**src/rtl/iqn_pkg.sv**
```systemverilog
package iqn_pkg;

    typedef enum logic [2:0] {
        ST_IDLE = 3'd0,
        ST_IHI  = 3'd1,
        ST_ILO  = 3'd2,
        ST_QHI  = 3'd3,
        ST_QLO  = 3'd4
    } iqn_state_e;

endpackage

```
**src/rtl/iqn_hold.sv**
```systemverilog
// Holding register: keeps the most recent offered pair and a flag that a
// pair is waiting for the next symbol boundary.
module iqn_hold #(
    parameter int SAMPLE_W = 8
) (
    input  logic                clk,
    input  logic                rst_n,
    input  logic                in_valid,
    input  logic [SAMPLE_W-1:0] i_in,
    input  logic [SAMPLE_W-1:0] q_in,
    input  logic                take,
    output logic [SAMPLE_W-1:0] hold_i,
    output logic [SAMPLE_W-1:0] hold_q,
    output logic                hold_new
);

    always_ff @(posedge clk or negedge rst_n) begin
        if (!rst_n) begin
            hold_i   <= '0;
            hold_q   <= '0;
            hold_new <= 1'b0;
        end else begin
            if (in_valid) begin
                hold_i   <= i_in;
                hold_q   <= q_in;
                hold_new <= 1'b1;
            end else if (take) begin
                hold_new <= 1'b0;
            end
        end
    end

endmodule

```
**src/rtl/iqn_seq.sv**
```systemverilog
// Symbol sequencer: idle until a pair is held, then four nibble slots per symbol.
module iqn_seq
    import iqn_pkg::*;
(
    input  logic       clk,
    input  logic       rst_n,
    input  logic       hold_new,
    output iqn_state_e state,
    output logic       load
);

    iqn_state_e state_nx;

    always_ff @(posedge clk or negedge rst_n) begin
        if (!rst_n) begin
            state <= ST_IDLE;
        end else begin
            state <= state_nx;
        end
    end

    always_comb begin
        state_nx = state;
        load     = 1'b0;
        unique case (state)
            ST_IDLE: begin
                if (hold_new) begin
                    state_nx = ST_IHI;
                    load     = 1'b1;
                end
            end
            ST_IHI: state_nx = ST_ILO;
            ST_ILO: state_nx = ST_QHI;
            ST_QHI: state_nx = ST_QLO;
            ST_QLO: begin
                state_nx = ST_IHI;
                load     = hold_new;
            end
            default: state_nx = ST_IDLE;
        endcase
    end

endmodule

```
**src/rtl/iqn_active.sv**
```systemverilog
// Active pair register: changes only at a symbol start.
module iqn_active #(
    parameter int SAMPLE_W = 8
) (
    input  logic                clk,
    input  logic                rst_n,
    input  logic                load,
    input  logic [SAMPLE_W-1:0] hold_i,
    input  logic [SAMPLE_W-1:0] hold_q,
    output logic [SAMPLE_W-1:0] act_i,
    output logic [SAMPLE_W-1:0] act_q
);

    always_ff @(posedge clk or negedge rst_n) begin
        if (!rst_n) begin
            act_i <= '0;
            act_q <= '0;
        end else if (load) begin
            act_i <= hold_i;
            act_q <= hold_q;
        end
    end

endmodule

```
**src/rtl/iqn_nib_mux.sv**
```systemverilog
// Output process: selects the nibble for the current slot and drives sync.
module iqn_nib_mux
    import iqn_pkg::*;
#(
    parameter int SAMPLE_W = 8,
    localparam int NIB_W   = SAMPLE_W / 2
) (
    input  iqn_state_e          state,
    input  logic [SAMPLE_W-1:0] act_i,
    input  logic [SAMPLE_W-1:0] act_q,
    output logic [NIB_W-1:0]    nib,
    output logic                sync
);

    logic [NIB_W-1:0] i_hi, i_lo, q_hi, q_lo;

    assign i_hi = act_i[SAMPLE_W-1:NIB_W];
    assign i_lo = act_i[NIB_W-1:0];
    assign q_hi = act_q[SAMPLE_W-1:NIB_W];
    assign q_lo = act_q[NIB_W-1:0];

    always_comb begin
        nib  = '0;
        sync = 1'b0;
        unique case (state)
            ST_IDLE: begin
                nib  = '0;
                sync = 1'b0;
            end
            ST_IHI: begin
                nib  = i_hi;
                sync = 1'b1;
            end
            ST_ILO: nib = i_lo;
            ST_QHI: nib = q_hi;
            ST_QLO: nib = q_lo;
            default: nib = '0;
        endcase
    end

endmodule

```
**src/rtl/iq_nibble_tx.sv**
```systemverilog
module iq_nibble_tx
    import iqn_pkg::*;
#(
    parameter int SAMPLE_W = 8,
    localparam int NIB_W   = SAMPLE_W / 2
) (
    input  logic                clk,
    input  logic                rst_n,
    input  logic                in_valid,
    input  logic [SAMPLE_W-1:0] i_in,
    input  logic [SAMPLE_W-1:0] q_in,
    output logic [NIB_W-1:0]    nib_o,
    output logic                sync_o
);

    logic [SAMPLE_W-1:0] hold_i, hold_q, act_i, act_q;
    logic                hold_new, load;
    iqn_state_e          state;

    iqn_hold #(.SAMPLE_W(SAMPLE_W)) u_hold (
        .clk(clk), .rst_n(rst_n), .in_valid(in_valid),
        .i_in(i_in), .q_in(q_in), .take(load),
        .hold_i(hold_i), .hold_q(hold_q), .hold_new(hold_new)
    );

    iqn_seq u_seq (
        .clk(clk), .rst_n(rst_n), .hold_new(hold_new),
        .state(state), .load(load)
    );

    iqn_active #(.SAMPLE_W(SAMPLE_W)) u_active (
        .clk(clk), .rst_n(rst_n), .load(load),
        .hold_i(hold_i), .hold_q(hold_q),
        .act_i(act_i), .act_q(act_q)
    );

    iqn_nib_mux #(.SAMPLE_W(SAMPLE_W)) u_mux (
        .state(state), .act_i(act_i), .act_q(act_q),
        .nib(nib_o), .sync(sync_o)
    );

endmodule

```
**config.mk**
```make
export PLATFORM = sky130hd
export DESIGN_NAME = iq_nibble_tx
export DESIGN_NICKNAME = d
export VERILOG_FILES = /design/src/rtl/iqn_pkg.sv /design/src/rtl/iqn_hold.sv /design/src/rtl/iqn_seq.sv /design/src/rtl/iqn_active.sv /design/src/rtl/iqn_nib_mux.sv /design/src/rtl/iq_nibble_tx.sv
export SDC_FILE = /design/constraint.sdc
export NUM_CORES = 1
export LEC_CHECK = 0
export BUFFER_PORTS_ARGS = -buffer_cell sky130_fd_sc_hd__buf_4
export CAP_MARGIN = 20
export CORE_ASPECT_RATIO = 0.7
export CORE_UTILIZATION = 35
export CTS_CLUSTER_DIAMETER = 200
export DETAILED_ROUTE_END_ITERATION = 12
export PLACE_DENSITY = 0.62
export SLEW_MARGIN = 10
export SYNTH_ARGS = -nofsm -noshare
export SYNTH_HDL_FRONTEND = slang
export SYNTH_SLANG_ARGS = --single-unit
```
**constraint.sdc**
```tcl
create_clock -name clk -period 1.7 [get_ports clk]
set_input_delay 0.34 -clock clk [delete_from_list [all_inputs] [get_ports clk]]
set_output_delay 0.34 -clock clk [all_outputs]
set_load 0.005 [all_outputs]
```
==> qor.yml <==
diodes: 0
avgSynthCellArea_um2: 15.5
io-pin-count: 24
synth_area_leaders: "dfrtp_1 58%, mux2_2 16%, mux2_4 9.6%, or4bb_2 3.2%, mux2i_1 2.6%"
dp.cells: 176
synth_nets: 120
clk_path_buf_depth: 2
core_area_um2: 4090
worst-path-stages: 3
setup_viol_count_final: 4
fin_skew_ns: 0.00401
crit_chain: "or4bb_4 -> o221ai_2 -> buf_4"
max_stage_delay_ns: 0.55
grt_pass1_vias: 931
cp.required_ns: 1.36
slew_headroom_pct: 70.2
cts-root-buf: "clkbuf_8"
maxSlewViolCount: 0
grt_max_degree: 37
worst_pin_slew_ns: 0.446
start_kind: "register"
grt_pass1_wl_um: 4650
drive_gt1_share_pct: 62.2
final_common_cell: "dfrtp_1"
place_hpwl_um: 1870
io_buffers: 23
cts_sinks: 36
r2r-end: "u_active.act_i[1]$_DFFE_PN0P_"
dr.first_iter.drc_count: 36
grt_overflow_total: 0
synth-seq-cells: 36
worstPathArrival_ns: 1.49
setup_ws_ns: -0.130
leakagePower_nw: 0.878
layout_common_cells: "33 x dfrtp_1, 31 x buf_4, 22 x mux2_2"
hold_violations: 0
max_freq_ghz: 0.547
layout.nets: 153
initial_core_util_pct: 38.3
wirelength_um: 2730
synth_top_area_share_pct: 57.6
path_class: "reg2out"
gp_congestion: 0.800
vias: 900
yosys_warnings: 0
rows: 19
violations: "setup timing"
die-area_um2: 4750
r2r_cells: 4
finalCritPeriodShare_pct: 108
status: "finished with violations"
clk_latency_ns: 0.28
die_width_um: 81.9
vias_per_cell: 4.81
ant_nets: 0
maxCapViolCount: 0
synth_top_area_cell: "dfrtp_1"
power_mw: 3.50
grtUsageTotal_pct: 13.7
syn_to_final_growth_pct: 25.9
die_y_um: 58.0
rsz0062_at_grt: "yes"
drc_errors: 0
crit_buf_inv: 1
powerDensity_nw_per_um2: 1770
multi_input_area_um2: 654
first_pass_iters: 4
critical-path-top-delay-family: "simple AND/OR/NAND/NOR gates"
cts_buffers: 5
cts_tree: "yes"
final_cells: 187
clk_pin_slew_worst_paths_ns: 0.07
regArea_um2: 905
h-tree-depth: 2
crit_fanout: 7
period_minus_slack_ns: 1.83
reg2reg_from: "u_seq.state[1]$_DFFE_PN0P_"
ir_drop_mv: 0.878
netlist_instances: 101
yosysSeqAreaShare_pct: 57.6
end_kind: "output pin"
reg2reg_setup_slack_ns: 0.17
ys_types: 19
hold_path_class: "in2async"
slowest_stage: "or4bb_4"
syn_area_um2: 1570
wl_per_cell_um: 14.6
hold_buffers: 0
antenna_found_initial: 0
fillers: 365
## layout make-up
class / count / share of cell area (%)
clock buffer: 8 / 4.57
inverter: 1 / 0.190
multi-input combinational: 58 / 33.2
sequential: 36 / 45.9
tap: 52 / 3.30
timing repair buffer: 32 / 12.8
## layer usage
layer  share of wire (%)  vias to the layer above  wire length (µm)  global-route usage [%]
met5                   0                        -                 0                       0
met4                0.70                        0                19                    4.51
met3                 4.2                        5               114                    4.88
met2                  46                       18              1260                    19.7
met1                  49                      445              1330                    19.1
li1                    -                      432                 -                       -
## worst max-delay path by stage
stage / start / endpoint
final: u_seq.state[2]$_DFFE_PN0P_ / nib_o[3]
after global routing: u_seq.state[2]$_DFFE_PN0P_ / nib_o[0]
after CTS: u_seq.state[0]$_DFFE_PN0P_ / nib_o[0]
after detailed placement: u_seq.state[0]$_DFFE_PN0P_ / nib_o[3]
after global placement: u_seq.state[0]$_DFFE_PN0P_ / nib_o[3]
after floorplan: u_seq.state[2]$_DFFE_PN0P_ / nib_o[0]
## worst reg2reg max path, stage by stage, from the launching register on
cell and delay [ns]:
dfrtp_2 0.48, buf_4 0.18, nor3b_4 0.22, buf_4 0.19, mux2_2 0.34
## report_power, final
group	switching, mW	leakage, nW	internal (mW)	total [mW]
clock network	0.275	0.0455	0.330	0.605
logic	0.550	0.413	0.972	1.52
registers	0.217	0.420	1.15	1.37
## metrics by stage
step	hold slack (ns)	area (µm²)	setup slack, ns	TNS (ns)	utilization [%]
after floorplan	0.0444	1570	0.166	0	-
after global placement	0.322	1810	0.0679	0	44.2
after detailed placement	0.324	1810	0.0385	0	44.2
after CTS	0.0231	1960	-0.131	-0.509	47.8
after global routing	0.0373	1970	-0.174	-0.660	48.2
final	0.00973	1970	-0.130	-0.499	48.2
## Yosys cell counts
cell,number
dfrtp_1,36
mux2_2,22
mux2_4,10
buf_2,4
mux2i_1,4
nand2_1,4
o221ai_1,4
or4bb_2,4
nor2_1,3
a211oi_1,1
a21o_1,1
buf_12,1
buf_6,1
inv_1,1
nand2b_1,1
nor3_1,1
nor3b_4,1
or2_2,1
xnor2_1,1
## sequential cells by signal (all words and copies together) (netlist names)
signal and flops:
u_active.act_i 8, u_active.act_q 8, u_hold.hold_i 8, u_hold.hold_new 1, u_hold.hold_q 8, u_seq.state 3
## cell families (layout without fill, tap and decap cells)
| group | after synthesis | after routing | synth area share [%] |
|---|---|---|---|
| DFF | 36 | 36 | 57.6 |
| xor gates and xnor gates | 1 | 1 | 0.560 |
| muxes | 36 | 36 | 28.0 |
| and+or+nand+nor | 15 | 15 | 7.19 |
| buffers and inverters | 7 | 41 | 3.52 |
| AOI/OAI and AO/OA | 6 | 6 | 3.20 |
## repair_timing
item	CTS	global route
pin swaps	0	3
resized for setup	14	0
endpoints found under the setup margin	5	5
setup buffers	1	2
Note: power is estimated with default switching activity, not from simulation.
